$ cat config.mk
export PLATFORM = sky130hd
export DESIGN_NAME = mac_net_ctrl
export DESIGN_NICKNAME = d
export VERILOG_FILES = /design/src/rtl/mac_net_ctrl_pkg.sv /design/src/rtl/mac_ctrl_regfile.sv /design/src/rtl/mac_pause_arb.sv /design/src/rtl/mac_mgmt_gate.sv /design/src/rtl/mac_net_ctrl.sv
export SDC_FILE = /design/constraint.sdc
export NUM_CORES = 1
export LEC_CHECK = 0
export CAP_MARGIN = 15
export CORE_MARGIN = 1
export CORE_UTILIZATION = 35
export DETAILED_ROUTE_END_ITERATION = 8
export GPL_ROUTABILITY_DRIVEN = 0
export PLACE_DENSITY = 0.89
export SLEW_MARGIN = 30
export SYNTH_ARGS = -nofsm -noshare
export SYNTH_HDL_FRONTEND = slang
export SYNTH_SLANG_ARGS = --single-unit
$ cat constraint.sdc
create_clock -name clk_i -period 1.2 [get_ports clk_i]
set_input_delay 0.24 -clock clk_i [delete_from_list [all_inputs] [get_ports clk_i]]
set_output_delay 0.24 -clock clk_i [all_outputs]
set_load 0.01 [all_outputs]
$ cat src/rtl/mac_net_ctrl_pkg.sv
package mac_net_ctrl_pkg;
  localparam int unsigned DATA_W = 32;

  localparam int unsigned BIT_ZQ_PAUSE = 12;
  localparam int unsigned BIT_PQ_PAUSE = 11;
  localparam int unsigned BIT_BACK_PR  = 8;
  localparam int unsigned BIT_STAT_WE  = 7;
  localparam int unsigned BIT_STAT_INC = 6;
  localparam int unsigned BIT_STAT_CLR = 5;
  localparam int unsigned BIT_MGMT_EN  = 4;

  // request slots, lower index wins
  localparam int unsigned REQ_ZERO = 0;
  localparam int unsigned REQ_PROG = 1;
  localparam int unsigned N_REQ    = 2;

  typedef struct packed {
    logic back_pr;
    logic stat_we;
    logic mgmt_en;
  } ctrl_lvl_t;
endpackage

$ cat src/rtl/mac_ctrl_regfile.sv
module mac_ctrl_regfile
  import mac_net_ctrl_pkg::*;
#(
  parameter int unsigned ADDR_W    = 8,
  parameter int unsigned QUANT_W   = 16,
  parameter logic [ADDR_W-1:0] CTRL_OFF  = 8'h00,
  parameter logic [ADDR_W-1:0] QUANT_OFF = 8'hBC,
  parameter logic [QUANT_W-1:0] QUANT_RST = '0
) (
  input  logic               clk_i,
  input  logic               rst_ni,
  input  logic               we_i,
  input  logic [ADDR_W-1:0]  addr_i,
  input  logic [DATA_W-1:0]  wdata_i,
  output logic [DATA_W-1:0]  rdata_o,
  output ctrl_lvl_t          lvl_o,
  output logic               inc_o,
  output logic               clr_o,
  output logic [N_REQ-1:0]   req_set_o,
  output logic [QUANT_W-1:0] quant_o
);
  logic ctrl_sel, quant_sel, ctrl_wr, quant_wr;
  ctrl_lvl_t lvl_q;
  logic inc_q, clr_q;
  logic [QUANT_W-1:0] quant_q;
  logic unused_wdata;

  assign ctrl_sel  = (addr_i == CTRL_OFF);
  assign quant_sel = (addr_i == QUANT_OFF);
  assign ctrl_wr   = we_i && ctrl_sel;
  assign quant_wr  = we_i && quant_sel;

  assign unused_wdata = ^{wdata_i[DATA_W-1:BIT_ZQ_PAUSE+1], wdata_i[10:9], wdata_i[3:0]};

  always_ff @(posedge clk_i or negedge rst_ni) begin
    if (!rst_ni) begin
      lvl_q <= '0;
      inc_q <= 1'b0;
      clr_q <= 1'b0;
    end else begin
      inc_q <= ctrl_wr && wdata_i[BIT_STAT_INC];
      clr_q <= ctrl_wr && wdata_i[BIT_STAT_CLR];
      if (ctrl_wr) begin
        lvl_q.back_pr <= wdata_i[BIT_BACK_PR];
        lvl_q.stat_we <= wdata_i[BIT_STAT_WE];
        lvl_q.mgmt_en <= wdata_i[BIT_MGMT_EN];
      end
    end
  end

  always_ff @(posedge clk_i or negedge rst_ni) begin
    if (!rst_ni)       quant_q <= QUANT_RST;
    else if (quant_wr) quant_q <= wdata_i[QUANT_W-1:0];
  end

  always_comb begin
    req_set_o = '0;
    req_set_o[REQ_ZERO] = ctrl_wr && wdata_i[BIT_ZQ_PAUSE];
    req_set_o[REQ_PROG] = ctrl_wr && wdata_i[BIT_PQ_PAUSE];
  end

  always_comb begin
    rdata_o = '0;
    if (ctrl_sel) begin
      rdata_o[BIT_BACK_PR] = lvl_q.back_pr;
      rdata_o[BIT_STAT_WE] = lvl_q.stat_we;
      rdata_o[BIT_MGMT_EN] = lvl_q.mgmt_en;
    end else if (quant_sel) begin
      rdata_o[QUANT_W-1:0] = quant_q;
    end
  end

  assign lvl_o   = lvl_q;
  assign inc_o   = inc_q;
  assign clr_o   = clr_q;
  assign quant_o = quant_q;

  assert_rsvd_zero_R1: assert property (@(posedge clk_i) disable iff (!rst_ni)
    ctrl_sel |-> (rdata_o[DATA_W-1:13] == '0 && rdata_o[10:9] == 2'b00 && rdata_o[3:0] == 4'h0));
  assert_cmd_read_zero_R2: assert property (@(posedge clk_i) disable iff (!rst_ni)
    ctrl_sel |-> (rdata_o[12:11] == 2'b00 && rdata_o[6:5] == 2'b00));
  assert_inc_from_write_R5: assert property (@(posedge clk_i) disable iff (!rst_ni)
    inc_q |-> $past(ctrl_wr && wdata_i[BIT_STAT_INC]));
  assert_clr_from_write_R5: assert property (@(posedge clk_i) disable iff (!rst_ni)
    clr_q |-> $past(ctrl_wr && wdata_i[BIT_STAT_CLR]));
  assert_quant_hold_R6: assert property (@(posedge clk_i) disable iff (!rst_ni)
    !$past(quant_wr) |-> $stable(quant_q));
endmodule

$ cat src/rtl/mac_pause_arb.sv
module mac_pause_arb #(
  parameter int unsigned N_REQ   = 2,
  parameter int unsigned QUANT_W = 16
) (
  input  logic                     clk_i,
  input  logic                     rst_ni,
  input  logic [N_REQ-1:0]         req_set_i,
  input  logic [N_REQ*QUANT_W-1:0] quant_tab_i,
  input  logic                     tx_idle_i,
  output logic                     start_o,
  output logic [QUANT_W-1:0]       quant_o
);
  localparam int unsigned IDX_W = (N_REQ > 1) ? $clog2(N_REQ) : 1;

  logic [N_REQ-1:0]   pend_q, grant;
  logic               fire;
  logic [IDX_W-1:0]   sel_idx;
  logic               start_q;
  logic [QUANT_W-1:0] quant_q;

  always_comb begin
    grant   = '0;
    sel_idx = '0;
    for (int i = N_REQ-1; i >= 0; i--) begin
      if (pend_q[i]) begin
        grant   = '0;
        grant[i] = 1'b1;
        sel_idx = IDX_W'(i);
      end
    end
  end

  assign fire = tx_idle_i && !start_q && (|pend_q);

  for (genvar g = 0; g < N_REQ; g++) begin : g_pend
    always_ff @(posedge clk_i or negedge rst_ni) begin
      if (!rst_ni) pend_q[g] <= 1'b0;
      else         pend_q[g] <= (pend_q[g] && !(fire && grant[g])) || req_set_i[g];
    end
  end

  always_ff @(posedge clk_i or negedge rst_ni) begin
    if (!rst_ni) begin
      start_q <= 1'b0;
      quant_q <= '0;
    end else begin
      start_q <= fire;
      if (fire) quant_q <= quant_tab_i[sel_idx*QUANT_W +: QUANT_W];
    end
  end

  assign start_o = start_q;
  assign quant_o = quant_q;

  assert_one_cycle_R8: assert property (@(posedge clk_i) disable iff (!rst_ni)
    start_q |=> !start_q);
  assert_needs_idle_R7: assert property (@(posedge clk_i) disable iff (!rst_ni)
    start_q |-> $past(tx_idle_i));
  assert_needs_pend_R8: assert property (@(posedge clk_i) disable iff (!rst_ni)
    start_q |-> $past(|pend_q));
  assert_low_first_R9: assert property (@(posedge clk_i) disable iff (!rst_ni)
    (start_q && $past(pend_q[0])) |-> (quant_q == $past(quant_tab_i[QUANT_W-1:0])));
  assert_quant_hold_R10: assert property (@(posedge clk_i) disable iff (!rst_ni)
    !start_q |-> $stable(quant_q));
endmodule

$ cat src/rtl/mac_mgmt_gate.sv
module mac_mgmt_gate #(
  parameter int unsigned N_SIG = 2
) (
  input  logic             clk_i,
  input  logic             rst_ni,
  input  logic             en_i,
  input  logic [N_SIG-1:0] req_i,
  output logic [N_SIG-1:0] out_o
);
  for (genvar g = 0; g < N_SIG; g++) begin : g_gate
    assign out_o[g] = en_i & req_i[g];
  end

  assert_gate_off_R11: assert property (@(posedge clk_i) disable iff (!rst_ni)
    !en_i |-> (out_o == '0));
  assert_gate_on_R11: assert property (@(posedge clk_i) disable iff (!rst_ni)
    en_i |-> (out_o == req_i));
endmodule

$ cat src/rtl/mac_net_ctrl.sv
module mac_net_ctrl
  import mac_net_ctrl_pkg::*;
#(
  parameter int unsigned ADDR_W  = 8,
  parameter int unsigned QUANT_W = 16,
  parameter logic [ADDR_W-1:0]  CTRL_OFF  = 8'h00,
  parameter logic [ADDR_W-1:0]  QUANT_OFF = 8'hBC,
  parameter logic [QUANT_W-1:0] QUANT_RST = '0
) (
  input  logic               clk_i,
  input  logic               rst_ni,
  input  logic               bus_we_i,
  input  logic [ADDR_W-1:0]  bus_addr_i,
  input  logic [DATA_W-1:0]  bus_wdata_i,
  output logic [DATA_W-1:0]  bus_rdata_o,
  input  logic               tx_idle_i,
  output logic               pause_start_o,
  output logic [QUANT_W-1:0] pause_quantum_o,
  output logic               back_pressure_o,
  output logic               stat_wr_en_o,
  output logic               stat_inc_o,
  output logic               stat_clr_o,
  output logic               mgmt_en_o,
  input  logic               mdc_req_i,
  input  logic               mdio_oe_req_i,
  output logic               mdc_o,
  output logic               mdio_oe_o
);
  localparam int unsigned N_GATE = 2;

  ctrl_lvl_t                lvl;
  logic [N_REQ-1:0]         req_set;
  logic [QUANT_W-1:0]       quant_reg;
  logic [N_REQ*QUANT_W-1:0] quant_tab;
  logic [N_GATE-1:0]        gate_in, gate_out;

  mac_ctrl_regfile #(
    .ADDR_W(ADDR_W), .QUANT_W(QUANT_W),
    .CTRL_OFF(CTRL_OFF), .QUANT_OFF(QUANT_OFF), .QUANT_RST(QUANT_RST)
  ) u_regs (
    .clk_i(clk_i), .rst_ni(rst_ni),
    .we_i(bus_we_i), .addr_i(bus_addr_i), .wdata_i(bus_wdata_i),
    .rdata_o(bus_rdata_o), .lvl_o(lvl),
    .inc_o(stat_inc_o), .clr_o(stat_clr_o),
    .req_set_o(req_set), .quant_o(quant_reg)
  );

  always_comb begin
    quant_tab = '0;
    quant_tab[REQ_PROG*QUANT_W +: QUANT_W] = quant_reg;
  end

  mac_pause_arb #(.N_REQ(N_REQ), .QUANT_W(QUANT_W)) u_arb (
    .clk_i(clk_i), .rst_ni(rst_ni),
    .req_set_i(req_set), .quant_tab_i(quant_tab), .tx_idle_i(tx_idle_i),
    .start_o(pause_start_o), .quant_o(pause_quantum_o)
  );

  assign gate_in = {mdio_oe_req_i, mdc_req_i};

  mac_mgmt_gate #(.N_SIG(N_GATE)) u_gate (
    .clk_i(clk_i), .rst_ni(rst_ni),
    .en_i(lvl.mgmt_en), .req_i(gate_in), .out_o(gate_out)
  );

  assign mdc_o           = gate_out[0];
  assign mdio_oe_o       = gate_out[1];
  assign back_pressure_o = lvl.back_pr;
  assign stat_wr_en_o    = lvl.stat_we;
  assign mgmt_en_o       = lvl.mgmt_en;

  assert_bp_follows_R3: assert property (@(posedge clk_i) disable iff (!rst_ni)
    $past(bus_we_i && bus_addr_i == CTRL_OFF) |-> (back_pressure_o == $past(bus_wdata_i[BIT_BACK_PR])));
  assert_swe_follows_R4: assert property (@(posedge clk_i) disable iff (!rst_ni)
    $past(bus_we_i && bus_addr_i == CTRL_OFF) |-> (stat_wr_en_o == $past(bus_wdata_i[BIT_STAT_WE])));
endmodule

Yosys cells after proc, flatten, opt, wreduce, memory -nomap -nowiden
Index checks and enable logic that the tools add are counted.

operators by class
  eq/ne operators = 1
  shifts and indexed selects = 1
  mux-type cells = 10
  bitwise logic cells = 2
  reduce and logical (&&, ||, !) cells = 19

operators by type and width
  kind                                                     number
  32-bit by 6-bit variable part select with 16-bit output  1
  16-bit 2-to-1 mux                                        1
  1-bit logical AND                                        12
  8-bit == test (second input constant)                    1
  8-bit zero test                                          1
  2-bit 2-to-1 mux                                         4
  7-bit 2-to-1 mux                                         1
  4-bit 2-to-1 mux                                         1
  1-bit zero test                                          3
  1-bit 2-to-1 mux                                         3
  1-bit AND                                                2
  1-bit logical OR                                         2
  2-bit OR reduction                                       1

storage, ports and cells
  register bits = 40
  output and inout bits = 56
  logic and storage cells = 43

Logic depth before layout (Yosys ltp)
  depth after elaboration = 7
  depth in mapped cells = 5
  gate-level depth less buffers = 3

By module
Synthesis repeated with hierarchy kept, for this count alone.

unflattened totals
  cells, all modules = 159
  area, all modules = 2177.1 um^2

by module, submodules not included
  module            instances  cells an instance  area each (um^2)  sequential area each (um^2)
  mac_ctrl_regfile  1          95                 1157.4            525.5
  mac_pause_arb     1          61                 1003.5            475.5
  mac_mgmt_gate     1          2                  12.5              0.0
  mac_net_ctrl      1          1                  3.8               0.0

Worst setup path after synthesis
Ideal clock, no wire load.

  path kind = register -> register
  start = register u_arb.start_q (netlist: u_arb.start_o)
  end = register u_arb.quant_q[10] (netlist: u_arb.quant_o[10])
  data arrival time = 1280 ps
  slack = -201 ps
  stages on the path, launching flop included = 5
  path buffers = 1
  clock period less this slack = 1401 ps
  cell sequence = dfrtp_1 nand2b_1 o21bai_1 clkbuf_1 a22o_1

on the way
  cells in the longest elaborated chain, start to end = 3

ends and longest elaborated chain
  item                             line                 RTL
  from (decl)                      mac_pause_arb.sv:18  logic start_q;
  from (signal assigned)           mac_pause_arb.sv:47  start_q <= fire;
  1-bit zero test                  mac_pause_arb.sv:33  assign fire = tx_idle_i && !start_q && (|pend_q);
  1-bit logical AND (2 in series)  mac_pause_arb.sv:33
  to (signal assigned)             mac_pause_arb.sv:48  if (fire) quant_q <= quant_tab_i[sel_idx*QUANT_W +: QUANT_W];
  to (decl)                        mac_pause_arb.sv:19  logic [QUANT_W-1:0] quant_q;

No other way between the ends.
A chain may end at the register's enable or synchronous reset.

Worst setup path in the final report
  start = input bus_addr_i[0]
  end = output bus_rdata_o[3]

on the way
  cells in the longest elaborated chain, start to end = 3
  elaborated cells between the ends (all ways) = 4
  classes of those cells = eq/ne: 1; mux: 2; reduce/logical: 1

ends and longest elaborated chain
  item                line                    RTL
  from (decl)         mac_net_ctrl.sv:13      input logic [ADDR_W-1:0] bus_addr_i,
  8-bit == test       mac_ctrl_regfile.sv:29  assign quant_sel = (addr_i == QUANT_OFF);
  16-bit 2-to-1 mux   mac_ctrl_regfile.sv:68  end else if (quant_sel) begin
  4-bit 2-to-1 mux *  mac_ctrl_regfile.sv:64  if (ctrl_sel) begin
  to (decl)           mac_net_ctrl.sv:15      output logic [DATA_W-1:0] bus_rdata_o,

Every way passes the cells marked *; elsewhere a longest branch is shown, timed or not.

==> impl_metrics.prom <==
# TYPE chip_impl_metric gauge
chip_impl_metric{name="placement.cell_area",unit="sq um"} 2860
chip_impl_info{name="netlist.top_cell.by_area",value="sky130_fd_sc_hd__dfrtp_1"} 1
chip_impl_metric{name="max_freq",unit="GHz"} 0.675
chip_impl_metric{name="share_of_post_route_cells_with_drive_strength_above_1",unit=""} 0.558
chip_impl_metric{name="cts_buffers",unit=""} 5
chip_impl_metric{name="report.final.hold_viol_count",unit=""} 0
chip_impl_metric{name="cap_viol_max_count",unit=""} 0
chip_impl_metric{name="period_minus_slack",unit="ns"} 1.48
chip_impl_metric{name="drc_violation_count_after_routing",unit=""} 0
chip_impl_metric{name="hold_slack",unit="ns"} 0.445
chip_impl_metric{name="xor_xnor_cell_area_share_of_the_yosys_netlist",unit=""} 0
chip_impl_metric{name="vdd_ir_drop_max",unit="mV"} 0.658
chip_impl_info{name="failed_checks",value="negative setup slack"} 1
chip_impl_metric{name="worstRegToRegCells",unit=""} 5
chip_impl_metric{name="dpl.hpwl",unit="microns"} 3380
chip_impl_metric{name="clkTransAtPathRegs",unit="ns"} 0.08
chip_impl_metric{name="worstPathMaxFanout",unit=""} 4
chip_impl_metric{name="horizontal_die_dimension",unit="microns"} 74.3
chip_impl_metric{name="leakage",unit="nW"} 1.64
chip_impl_info{name="start_kind",value="input port"} 1
chip_impl_metric{name="p_total",unit="mW"} 3.10
chip_impl_metric{name="fraction_of_the_mapped_netlist_area_in_adder_cells",unit=""} 0
chip_impl_metric{name="die_footprint",unit="sq um"} 5520
chip_impl_metric{name="clock_latency",unit="ns"} 0.29
chip_impl_info{name="cts_root_buffer",value="sky130_fd_sc_hd__clkbuf_8"} 1
chip_impl_metric{name="synth_simple_gate_area_frac",unit=""} 0.124
chip_impl_metric{name="avgSynthCellArea",unit="sq um"} 13.2
chip_impl_metric{name="clock_sink_count",unit=""} 40
chip_impl_info{name="worst_path_most_repeated_cell",value="sky130_fd_sc_hd__buf_6"} 1
chip_impl_info{name="grt_setup_unrepaired",value="yes"} 1
chip_impl_metric{name="post_synth_instance_area",unit="sq um"} 1830
chip_impl_info{name="timing.critical_path.cells",value="buf_8 > nor3_4 > and3_4 > buf_6 > buf_6 > and2_4 > buf_6"} 1
chip_impl_metric{name="clockBufferDepth",unit=""} 2
chip_impl_metric{name="antenna_cells_inserted",unit=""} 0
chip_impl_info{name="status",value="finished, violations left"} 1
chip_impl_metric{name="setup_viol_count_final",unit=""} 45
chip_impl_metric{name="global_route_wire_length_before_repair",unit="microns"} 8160
chip_impl_metric{name="clock_skew",unit="ns"} 0.0105
chip_impl_metric{name="synth_sequential_area_ratio",unit=""} 0.547
chip_impl_info{name="mostFrequentLayoutCells",value="40 x sky130_fd_sc_hd__buf_6, 39 x sky130_fd_sc_hd__dfrtp_1, 27 x sky130_fd_sc_hd__buf_4"} 1
chip_impl_metric{name="cellPowerDensity",unit="nW/um^2"} 957
chip_impl_metric{name="first_pass_iters",unit=""} 4
chip_impl_info{name="timing.critical_path.max_delay_family",value="simple AND/OR/NAND/NOR gates"} 1
chip_impl_info{name="critical_path.slowest_cell",value="sky130_fd_sc_hd__nor3_4"} 1
chip_impl_info{name="crit_path_end_kind",value="output pin"} 1
chip_impl_info{name="post_synth_main_area_contributors",value="sky130_fd_sc_hd__dfrtp_1 55%, sky130_fd_sc_hd__mux2_4 8.2%, sky130_fd_sc_hd__a22o_1 8.1%, sky130_fd_sc_hd__buf_4 7.0%, sky130_fd_sc_hd__and2_1 5.8%"} 1
chip_impl_info{name="rr_startpoint",value="u_arb.start_o$_DFF_PN0_"} 1
chip_impl_metric{name="postSynthCellCount",unit=""} 139
chip_impl_metric{name="routed-via-count",unit=""} 1549
chip_impl_metric{name="grt-ovfl-total",unit=""} 0
chip_impl_metric{name="cp.depth",unit=""} 7
chip_impl_metric{name="route.antenna.remaining_nets",unit=""} 0
chip_impl_metric{name="drt-total-wl",unit="microns"} 5530
chip_impl_info{name="synth_top_family_by_area",value="multiplexers"} 1
chip_impl_metric{name="critPathMaxStageDelay",unit="ns"} 0.25
chip_impl_metric{name="antenna_violations_before_repair",unit=""} 0
chip_impl_metric{name="final_area",unit="sq um"} 3230
chip_impl_metric{name="synth-seq-cells",unit=""} 40
chip_impl_metric{name="portBuffers",unit=""} 69
chip_impl_info{name="cts_tree",value="yes"} 1
chip_impl_metric{name="htreeDepth",unit=""} 2
chip_impl_info{name="r2r_end",value="u_arb.quant_o[15]$_DFFE_PN0P_"} 1
chip_impl_metric{name="worst-path-buf-inv",unit=""} 4
chip_impl_metric{name="total_global_route_track_usage",unit=""} 0.207
chip_impl_info{name="most_instantiated_flip_flop_cell_in_the_synthesis_netlist",value="sky130_fd_sc_hd__dfrtp_1"} 1
chip_impl_metric{name="final_layout_net_count",unit=""} 305
chip_impl_metric{name="die_y",unit="microns"} 74.3
chip_impl_metric{name="worst-endpoint-arrival",unit="ns"} 1.24
chip_impl_metric{name="critPathRequiredTime",unit="ns"} 0.96
chip_impl_metric{name="finalMaxSlewViolations",unit=""} 0
chip_impl_metric{name="drt_iter0_markers",unit=""} 59
chip_impl_metric{name="floorplan.initialDensity",unit=""} 0.375
chip_impl_metric{name="finalCritPeriodShare",unit=""} 1.23
chip_impl_metric{name="grt_start_max_net_pins",unit=""} 41
chip_impl_metric{name="floorplan.core_area",unit="sq um"} 4880
chip_impl_metric{name="post_synth_mux_area_share",unit=""} 0.137
chip_impl_metric{name="via_per_inst",unit=""} 4.74
chip_impl_metric{name="first_global_vias",unit=""} 1632
chip_impl_metric{name="synth_compound_gate_area_share",unit=""} 0.0984
chip_impl_metric{name="yosysWarnings",unit=""} 0
chip_impl_metric{name="average_detailed_routed_wire_length_per_instance",unit="microns"} 16.9
chip_impl_metric{name="ios",unit=""} 102
chip_impl_metric{name="floorplan.rows",unit=""} 25
chip_impl_metric{name="worst-r2r-setup-slack",unit="ns"} -0.01
chip_impl_metric{name="synthDistinctLibCells",unit=""} 23
chip_impl_metric{name="flow.area_growth_from_synthesis",unit="%"} 76.7
chip_impl_metric{name="ys_async_sr_fraction",unit=""} 1.00
chip_impl_metric{name="synth_top_cell_area_share",unit=""} 0.547
chip_impl_info{name="layout_commonest_cell",value="sky130_fd_sc_hd__buf_6"} 1
chip_impl_info{name="criticalPathCategory",value="in2out"} 1
chip_impl_metric{name="number_of_synthesized_flops_with_an_enable_pin",unit=""} 0
chip_impl_metric{name="worst_setup_slack_final",unit="ns"} -0.281
chip_impl_info{name="hold_removal_path_class",value="in2async"} 1
==> cell usage after synthesis, types with 2 or more instances <==
library cell               count
sky130_fd_sc_hd__a21oi_1       3
sky130_fd_sc_hd__inv_1         3
sky130_fd_sc_hd__nand3_1       6
sky130_fd_sc_hd__buf_2         2
sky130_fd_sc_hd__nor3_2        2
sky130_fd_sc_hd__mux2_2        6
sky130_fd_sc_hd__and4_1        2
sky130_fd_sc_hd__mux2_1        3
sky130_fd_sc_hd__mux2_4       10
sky130_fd_sc_hd__and2_1       17
sky130_fd_sc_hd__buf_4        17
sky130_fd_sc_hd__dfrtp_1      40
sky130_fd_sc_hd__a22o_1       17
sky130_fd_sc_hd__clkbuf_1      2
==> timing repair <==
item	CTS	global route
hold buffers	1	0
setup buffers	12	4
cloned	2	1
resized for setup	201	24
pin swaps	13	9
endpoints found under the hold margin	40	0
endpoints found under the setup margin	65	57
==> per-stage QoR <==
| stage | utilization | std cells | setup TNS [ns] | setup slack (ns) |
|---|---|---|---|---|
| final | 0.663 | 327 | -5.05 | -0.281 |
| after floorplan | - | 154 | -1.62 | -0.105 |
| after detailed placement | 0.586 | 300 | -37.16 | -1.05 |
| after CTS | 0.645 | 323 | -3.91 | -0.291 |
| after global routing | 0.663 | 327 | -7.15 | -0.316 |
| after global placement | 0.586 | 300 | -34.78 | -1.01 |
==> worst max-delay path by stage <==
| stage | start | to | slack, ns |
|---|---|---|---|
| 4_1_cts | bus_addr_i[6] | bus_rdata_o[3] | -0.29 |
| 6_report | bus_addr_i[0] | bus_rdata_o[3] | -0.28 |
| 2_1_floorplan | bus_addr_i[7] | u_regs.lvl_o[0]$_DFFE_PN0N_ | -0.11 |
| 3_5_place_dp | bus_addr_i[5] | bus_rdata_o[6] | -1.05 |
| 3_3_place_gp | bus_addr_i[5] | bus_rdata_o[6] | -1.01 |
| 5_1_grt | bus_addr_i[2] | bus_rdata_o[4] | -0.32 |
==> state kept, by name, indices dropped and copies added, names as in the netlist <==
name            flops
u_regs.clr_o        1
u_arb.start_o       1
u_arb.quant_o      16
u_regs.quant_o     16
u_arb.pend_q        2
u_regs.lvl_o        3
u_regs.inc_o        1
==> cells by family (layout without fill, tap and decap cells) <==
kind of cell	after synthesis	after routing
AND/OR/NAND/NOR	32	33
other	1	16
buffers and inverters	25	129
AO/OA/AOI/OAI	22	23
flip-flops	40	40
multiplexers	19	19
==> final cells by class <==
cell class                 count  area (sq um)
sequential                    40          1000
clock inverter                 2          35.0
tap                           67          83.8
multi-input combinational     91           872
fill                         401          1650
timing repair buffer         118          1160
inverter                       3          11.3
clock buffer                   6          72.6
==> report_power, final <==
| part | switching (mW) | internal [mW] | total (mW) | leakage [nW] |
|---|---|---|---|---|
| Clock | 0.469 | 0.617 | 1.09 | 0.0552 |
| Combinational | 0.232 | 0.309 | 0.541 | 1.04 |
| Sequential | 0.0496 | 1.42 | 1.47 | 0.552 |
| Total | 0.751 | 2.34 | 3.10 | 1.64 |
==> worst register-to-register path, stage by stage (launching register included) <==
cell	delay, ns
sky130_fd_sc_hd__dfrtp_1	0.38
sky130_fd_sc_hd__nand2b_4	0.16
sky130_fd_sc_hd__buf_6	0.13
sky130_fd_sc_hd__nor3_4	0.18
sky130_fd_sc_hd__buf_6	0.17
sky130_fd_sc_hd__a22o_1	0.13
==> per-layer routing <==
metal  share of wire  GRT usage
met2            0.52      0.363
met3           0.075     0.0678
met1            0.38      0.241
met5               0          0
met4           0.018     0.0671
(Power assumes the default switching activity.)
